### src/rtl/cop_stream_pkg.sv
package cop_stream_pkg;

   localparam int unsigned CHAN_IDX_W = 5;
   localparam int unsigned OPCODE_W   = 3;

   typedef struct packed {
      logic is_write;
      logic no_wait;
      logic is_ctrl;
   } op_attr_t;

   typedef enum logic {
      ST_IDLE = 1'b0,
      ST_BUSY = 1'b1
   } bridge_state_t;

   function automatic op_attr_t op_decode(input logic [OPCODE_W-1:0] code);
      op_attr_t a;
      a.is_write = code[2];
      a.no_wait  = code[1];
      a.is_ctrl  = code[0];
      return a;
   endfunction

endpackage

### src/rtl/cop_stream_sel_dec.sv
module cop_stream_sel_dec
   import cop_stream_pkg::*;
#(
   parameter int unsigned NUM_PAIRS = 4
) (
   input  logic [CHAN_IDX_W-1:0] idx,
   output logic [NUM_PAIRS-1:0]  hot,
   output logic                  ok
);

   generate
      if (NUM_PAIRS >= (1 << CHAN_IDX_W)) begin : g_full_range
         assign ok = 1'b1;
      end else begin : g_part_range
         assign ok = (idx < CHAN_IDX_W'(NUM_PAIRS));
      end

      for (genvar i = 0; i < NUM_PAIRS; i++) begin : g_hot
         assign hot[i] = (idx == CHAN_IDX_W'(i));
      end
   endgenerate

endmodule

### src/rtl/cop_stream_in_sel.sv
module cop_stream_in_sel #(
   parameter int unsigned NUM_PAIRS = 4,
   parameter int unsigned DATA_W    = 32
) (
   input  logic [NUM_PAIRS*DATA_W-1:0] in_data,
   input  logic [NUM_PAIRS-1:0]        in_ctrl,
   input  logic [NUM_PAIRS-1:0]        in_exists,
   input  logic [NUM_PAIRS-1:0]        hot,
   input  logic                        pop,
   output logic [DATA_W-1:0]           word,
   output logic                        word_ctrl,
   output logic                        word_here,
   output logic [NUM_PAIRS-1:0]        in_read
);

   generate
      if (NUM_PAIRS == 1) begin : g_single
         assign word      = in_data;
         assign word_ctrl = in_ctrl[0];
         assign word_here = in_exists[0] & hot[0];
      end else begin : g_multi
         always_comb begin
            word      = '0;
            word_ctrl = 1'b0;
            word_here = 1'b0;
            for (int i = 0; i < NUM_PAIRS; i++) begin
               if (hot[i]) begin
                  word      = in_data[i*DATA_W +: DATA_W];
                  word_ctrl = in_ctrl[i];
                  word_here = in_exists[i];
               end
            end
         end
      end
   endgenerate

   assign in_read = hot & {NUM_PAIRS{pop}};

endmodule

### src/rtl/cop_stream_out_fan.sv
module cop_stream_out_fan #(
   parameter int unsigned NUM_PAIRS = 4,
   parameter int unsigned DATA_W    = 32
) (
   input  logic [DATA_W-1:0]           wdata,
   input  logic                        wctrl,
   input  logic [NUM_PAIRS-1:0]        hot,
   input  logic                        push,
   input  logic [NUM_PAIRS-1:0]        out_full,
   output logic [NUM_PAIRS*DATA_W-1:0] out_data,
   output logic [NUM_PAIRS-1:0]        out_ctrl,
   output logic [NUM_PAIRS-1:0]        out_write,
   output logic                        sel_full
);

   generate
      for (genvar i = 0; i < NUM_PAIRS; i++) begin : g_lane
         assign out_data[i*DATA_W +: DATA_W] = wdata;
         assign out_ctrl[i]                  = wctrl;
      end
   endgenerate

   assign out_write = hot & {NUM_PAIRS{push}};
   assign sel_full  = |(out_full & hot);

endmodule

### src/rtl/cop_stream_bridge.sv
module cop_stream_bridge
   import cop_stream_pkg::*;
#(
   parameter int unsigned NUM_PAIRS = 4,
   parameter int unsigned DATA_W    = 32
) (
   input  logic                        clk,
   input  logic                        rst,
   input  logic                        op_valid,
   input  logic [2:0]                  op_code,
   input  logic [4:0]                  op_chan,
   input  logic [DATA_W-1:0]           op_wdata,
   output logic                        op_done,
   output logic [DATA_W-1:0]           op_rdata,
   output logic                        flag_fail,
   output logic                        flag_kind,
   input  logic [NUM_PAIRS*DATA_W-1:0] in_data,
   input  logic [NUM_PAIRS-1:0]        in_ctrl,
   input  logic [NUM_PAIRS-1:0]        in_exists,
   output logic [NUM_PAIRS-1:0]        in_read,
   output logic [NUM_PAIRS*DATA_W-1:0] out_data,
   output logic [NUM_PAIRS-1:0]        out_ctrl,
   output logic [NUM_PAIRS-1:0]        out_write,
   input  logic [NUM_PAIRS-1:0]        out_full
);

   generate
      if (NUM_PAIRS < 1 || NUM_PAIRS > 32) begin : g_bad_pairs
         $error("cop_stream_bridge: NUM_PAIRS must lie in 1..32");
      end
      if (DATA_W < 1) begin : g_bad_width
         $error("cop_stream_bridge: DATA_W must be at least 1");
      end
   endgenerate

   bridge_state_t         state;
   op_attr_t              lat_attr;
   logic [CHAN_IDX_W-1:0] lat_chan;
   logic [DATA_W-1:0]     lat_wdata;

   logic [NUM_PAIRS-1:0]  sel_hot;
   logic                  sel_ok;
   logic [DATA_W-1:0]     sel_word;
   logic                  sel_word_ctrl;
   logic                  sel_here;
   logic                  sel_full;
   logic                  busy;
   logic                  pop;
   logic                  push;
   logic                  finish;

   cop_stream_sel_dec #(
      .NUM_PAIRS (NUM_PAIRS)
   ) u_sel_dec (
      .idx (lat_chan),
      .hot (sel_hot),
      .ok  (sel_ok)
   );

   cop_stream_in_sel #(
      .NUM_PAIRS (NUM_PAIRS),
      .DATA_W    (DATA_W)
   ) u_in_sel (
      .in_data   (in_data),
      .in_ctrl   (in_ctrl),
      .in_exists (in_exists),
      .hot       (sel_hot),
      .pop       (pop),
      .word      (sel_word),
      .word_ctrl (sel_word_ctrl),
      .word_here (sel_here),
      .in_read   (in_read)
   );

   cop_stream_out_fan #(
      .NUM_PAIRS (NUM_PAIRS),
      .DATA_W    (DATA_W)
   ) u_out_fan (
      .wdata     (lat_wdata),
      .wctrl     (lat_attr.is_ctrl),
      .hot       (sel_hot),
      .push      (push),
      .out_full  (out_full),
      .out_data  (out_data),
      .out_ctrl  (out_ctrl),
      .out_write (out_write),
      .sel_full  (sel_full)
   );

   // Strobes are combinational in the busy cycle that moves the word;
   // the done pulse and the results follow one register later.
   always_comb begin
      busy   = (state == ST_BUSY);
      pop    = busy && sel_ok && !lat_attr.is_write && sel_here;
      push   = busy && sel_ok &&  lat_attr.is_write && !sel_full;
      finish = 1'b0;
      if (busy) begin
         if (!sel_ok) begin
            finish = 1'b1;
         end else if (lat_attr.is_write) begin
            finish = !sel_full || lat_attr.no_wait;
         end else begin
            finish = sel_here || lat_attr.no_wait;
         end
      end
   end

   always_ff @(posedge clk) begin
      if (rst) begin
         state     <= ST_IDLE;
         lat_attr  <= '0;
         lat_chan  <= '0;
         lat_wdata <= '0;
         op_done   <= 1'b0;
         op_rdata  <= '0;
         flag_fail <= 1'b0;
         flag_kind <= 1'b0;
      end else begin
         op_done <= 1'b0;
         unique case (state)
            ST_IDLE: begin
               if (op_valid) begin
                  lat_attr  <= op_decode(op_code);
                  lat_chan  <= op_chan;
                  lat_wdata <= op_wdata;
                  state     <= ST_BUSY;
               end
            end
            ST_BUSY: begin
               if (finish) begin
                  op_done <= 1'b1;
                  state   <= ST_IDLE;
                  if (!sel_ok) begin
                     flag_fail <= 1'b1;
                     if (!lat_attr.is_write) op_rdata <= '0;
                  end else if (lat_attr.is_write) begin
                     if (push) begin
                        if (lat_attr.no_wait) flag_fail <= 1'b0;
                     end else begin
                        flag_fail <= 1'b1;
                     end
                  end else begin
                     if (pop) begin
                        op_rdata  <= sel_word;
                        flag_kind <= sel_word_ctrl ^ lat_attr.is_ctrl;
                        if (lat_attr.no_wait) flag_fail <= 1'b0;
                     end else begin
                        op_rdata  <= '0;
                        flag_fail <= 1'b1;
                     end
                  end
               end
            end
            default: state <= ST_IDLE;
         endcase
      end
   end

endmodule

### config.mk
export PLATFORM = sky130hd
export DESIGN_NAME = cop_stream_bridge
export DESIGN_NICKNAME = d
export VERILOG_FILES = /design/src/rtl/cop_stream_pkg.sv /design/src/rtl/cop_stream_sel_dec.sv /design/src/rtl/cop_stream_in_sel.sv /design/src/rtl/cop_stream_out_fan.sv /design/src/rtl/cop_stream_bridge.sv
export SDC_FILE = /design/constraint.sdc
export NUM_CORES = 1
export LEC_CHECK = 0
export BUFFER_PORTS_ARGS = -buffer_cell sky130_fd_sc_hd__buf_2
export CAP_MARGIN = 5
export CORE_AREA = 4 4 138 140
export CTS_CLUSTER_SIZE = 30
export DETAILED_ROUTE_END_ITERATION = 8
export DIE_AREA = 0 0 142 144
export SLEW_MARGIN = 10
export SYNTH_ARGS = -nofsm -noshare
export SYNTH_HDL_FRONTEND = slang
export SYNTH_SLANG_ARGS = --single-unit
### constraint.sdc
create_clock -name clk -period 2.8 [get_ports clk]
set_input_delay 0.56 -clock clk [delete_from_list [all_inputs] [get_ports clk]]
set_output_delay 0.56 -clock clk [all_outputs]
set_load 0.02 [all_outputs]
==> impl_metrics.env <==
export IMPL_power_net_switching_mw=1.08
export IMPL_groute_usage_overall_pct=15.7
export IMPL_hpwlAfterDp_mm=13.4
export IMPL_timing_max_transition_violations_final=0
export IMPL_cts_max_path_buffers=2
export IMPL_routedWlPerCell_um=17.2
export IMPL_max_slew_margin_rel_pct=42.7
export IMPL_postLayoutSetupSlackWorst_ns=0.243
export IMPL_final_cycle_utilization_of_the_critical_path_pct=91.3
export IMPL_crit_path_end_kind="primary output"
export IMPL_route_vias_total=4765
export IMPL_crit_path_cell_trace="mux4_2, nand3_1, nor3_1, buf_2"
export IMPL_yosys_cell_count_top_type="sky130_fd_sc_hd__nand2_1"
export IMPL_power_density_normalized_to_cell_area_nw_per_um2=515
export IMPL_finalWirelength_mm=17.4
export IMPL_fp_coreArea_um2=17800
export IMPL_synthDistinctLibCells=32
export IMPL_die_h_um=144
export IMPL_clk_transition_reported_paths_ns=0.06
export IMPL_synth_seq_cells=76
export IMPL_p_int_mw=2.19
export IMPL_final_area_um2=6350
export IMPL_ff2ff_setup_slack_ns=0.60
export IMPL_die_width_um=142
export IMPL_drc=0
export IMPL_worst_slew_pin_slew_ns=0.860
export IMPL_hold_path_class="input pin to register"
export IMPL_netlist_instances=543
export IMPL_critPathSlowestCell="sky130_fd_sc_hd__mux4_2"
export IMPL_critical_path_max_fanout=11
export IMPL_num_antenna_cells=0
export IMPL_critical_path_arrival_ns=2.00
export IMPL_antenna_left=0
export IMPL_initial_standard_cell_utilization_of_the_core_pct=27.0
export IMPL_max_cap_violations=0
export IMPL_relative_contribution_of_sequential_cells_to_total_power_pct=37.2
export IMPL_postCtsSetupRepairBufs=0
export IMPL_holdBufCountCts=0
export IMPL_post_synthesis_instance_area_um2=4830
export IMPL_cts_repair_resized=0
export IMPL_swShare_pct=32.9
export IMPL_cp_required_ns=2.24
export IMPL_clkPwrFrac_pct=36.1
export IMPL_num_nets_final=959
export IMPL_placementRows=49
export IMPL_power_combinational_fraction_pct=26.6
export IMPL_worst_skew_pair_later_pin_latency_ns=0.34
export IMPL_die_area_um2=20400
export IMPL_clk_root_buffer_cell="sky130_fd_sc_hd__clkbuf_16"
export IMPL_signed_area_change_from_the_synthesized_netlist_to_the_final_layout_pct=31.6
export IMPL_grt_pass1_vias=4315
export IMPL_port_buffers=357
export IMPL_fmax_mhz=391
export IMPL_run_status="completed"
export IMPL_post_route_cells_drive_above_1_share_pct=54.4
export IMPL_async_s_r_ff_share_synth_pct=0
export IMPL_place_detailed_instances=994
export IMPL_grt_pass1_wl_mm=24.8
export IMPL_synth_warnings=0
export IMPL_synth_area_leader_cell="sky130_fd_sc_hd__dfxtp_1"
export IMPL_gp_congestion=0.768
export IMPL_cts_num_sinks=76
export IMPL_final_setup_tns_ns=0
export IMPL_tritoncts_buffers=9
export IMPL_gr_total_overflow=0
export IMPL_grt_start_max_net_pins=66
export IMPL_edff_count_synth=0
export IMPL_timing_worst_setup_path_type="register to primary output"
export IMPL_htree_num_levels=3
export IMPL_synth_flop_cell="sky130_fd_sc_hd__dfxtp_1"
export IMPL_postPlaceCellArea_um2=6060
export IMPL_layoutNonFillerInstCount=1010
export IMPL_fin_skew_ns=0.00605
export IMPL_critical_path_startpoint_type="register"
export IMPL_drt_pass1_iterations=4
export IMPL_antenna_violations_before_repair=2
export IMPL_placement_setup_worst_slack_ns=0.512
export IMPL_finalWorstPathRequiredPeriod_ns=2.56
export IMPL_report_final_setup_viol=0
export IMPL_average_instance_area_after_synthesis_um2=8.89
export IMPL_synth_top_area_share_pct=31.5
export IMPL_io_pin_count=358
export IMPL_synth_commonest_cells="sky130_fd_sc_hd__nand2_1, sky130_fd_sc_hd__buf_4, sky130_fd_sc_hd__dfxtp_1"
export IMPL_rsz0062_at_grt="false"
export IMPL_synth_yosys_seq_area_share_pct=31.5
export IMPL_via_per_inst=4.72
export IMPL_tritoncts_clock_tree="built"
export IMPL_biggest_area_contributors_in_the_synthesized_netlist="sky130_fd_sc_hd__dfxtp_1, sky130_fd_sc_hd__mux4_2, sky130_fd_sc_hd__buf_4, sky130_fd_sc_hd__nand2_1, sky130_fd_sc_hd__or3b_1"
export IMPL_vdd_ir_drop_max_v=0.000250
export IMPL_final_report_hold_violation_count=0
export IMPL_detail_route_iter0_violations=186
export IMPL_final_util_pct=35.6
export IMPL_synthesis_nets=726
export IMPL_slowest_delay_ns=0.59
export IMPL_leakage_power_nw=2.98
[per-stage QoR]
stage	total power, mW	hold slack (ns)
2_1_floorplan	1.87	0.439
3_3_place_gp	2.12	0.472
3_5_place_dp	2.13	0.477
4_1_cts	3.34	0.428
5_1_grt	3.45	0.430
6_report	3.27	0.449
[routing by layer]
| metal | GRT usage, % | share of wire [%] | vias to the layer above |
|---|---|---|---|
| met2 | 27.6 | 50 | 248 |
| met3 | 4.10 | 9.0 | 20 |
| li1 | - | - | 2307 |
| met4 | 5.91 | 1.7 | 4 |
| met1 | 18.5 | 39 | 2186 |
| met5 | 0 | 0.16 | - |
[power by group through the flow]
stage / logic [mW] / clock network, mW / registers, mW
detailed placement: 0.885 / 0 / 1.24
floorplan: 0.579 / 0 / 1.29
global route: 0.940 / 1.28 / 1.23
finish: 0.871 / 1.18 / 1.22
CTS: 0.886 / 1.23 / 1.22
global placement: 0.883 / 0 / 1.24
[final timing paths]
| check | startpoint | end | cells past startpoint |
|---|---|---|---|
| hold reg to reg | lat_wdata[30] | lat_wdata[30] | 2 |
| setup reg to reg | lat_chan[0] | op_rdata[26] | 4 |
| hold / removal | op_wdata[29] | lat_wdata[29] | 3 |
| setup / recovery | lat_chan[0] | in_read[0] | 4 |
[critical path, delay by kind of cell, from the launching register on]
family	cells	cell delay, ns
muxes	1	0.59
and+or+nand+nor	2	0.35
buffers and inverters	1	0.20
DFF	1	0.51
[area by class of cell]
class                      instances  area [um^2]
timing repair buffer             369         1880
fill                            1876        11500
clock buffer                      11          233
multi-input combinational        316         2350
sequential                        76         1520
tap                              229          287
inverter                           4         15.0
clock inverter                     5         61.3
[cells in the final DEF (no fill, tap or decap), types with 2 or more instances in the layout]
| master | netlist | layout |
|---|---|---|
| sky130_fd_sc_hd__mux2i_1 | 2 | 2 |
| sky130_fd_sc_hd__nand2b_1 | 4 | 3 |
| sky130_fd_sc_hd__a21oi_1 | 41 | 41 |
| sky130_fd_sc_hd__nand2_1 | 112 | 112 |
| sky130_fd_sc_hd__dfxtp_1 | 76 | 74 |
| sky130_fd_sc_hd__nand4_1 | 32 | 32 |
| sky130_fd_sc_hd__mux2_1 | 2 | 2 |
| sky130_fd_sc_hd__nor3_1 | 3 | 3 |
| sky130_fd_sc_hd__buf_2 | 4 | 357 |
| sky130_fd_sc_hd__nand3_1 | 3 | 3 |
| sky130_fd_sc_hd__nand3b_1 | 2 | 2 |
| sky130_fd_sc_hd__or3b_1 | 31 | 31 |
| sky130_fd_sc_hd__a31oi_1 | 31 | 31 |
| sky130_fd_sc_hd__mux4_2 | 36 | 36 |
| sky130_fd_sc_hd__clkbuf_1 | 32 | 2 |
| sky130_fd_sc_hd__nor2_1 | 6 | 6 |
| sky130_fd_sc_hd__clkbuf_16 | 0 | 9 |
| sky130_fd_sc_hd__clkinvlp_4 | 0 | 3 |
| sky130_fd_sc_hd__dfxtp_2 | 0 | 2 |
| sky130_fd_sc_hd__inv_1 | 3 | 3 |
| sky130_fd_sc_hd__buf_4 | 100 | 12 |
[state kept, by name (all words and copies together) (netlist names)]
signal / count
lat_attr: 3
lat_wdata: 32
op_done: 1
lat_chan: 5
op_rdata: 32
busy: 1
flag_fail: 1
flag_kind: 1
[cells by family (layout without fill, tap and decap cells)]
group           after synthesis  after routing  synth area share, %
compound gates               78             78                 9.31
xor+xnor                      1              1                0.182
buf+inv                     151            389                 20.1
flops                        76             76                 31.5
mux                          40             40                 17.7
simple gates                197            197                 21.2
Power figures use the tool's default switching activity.
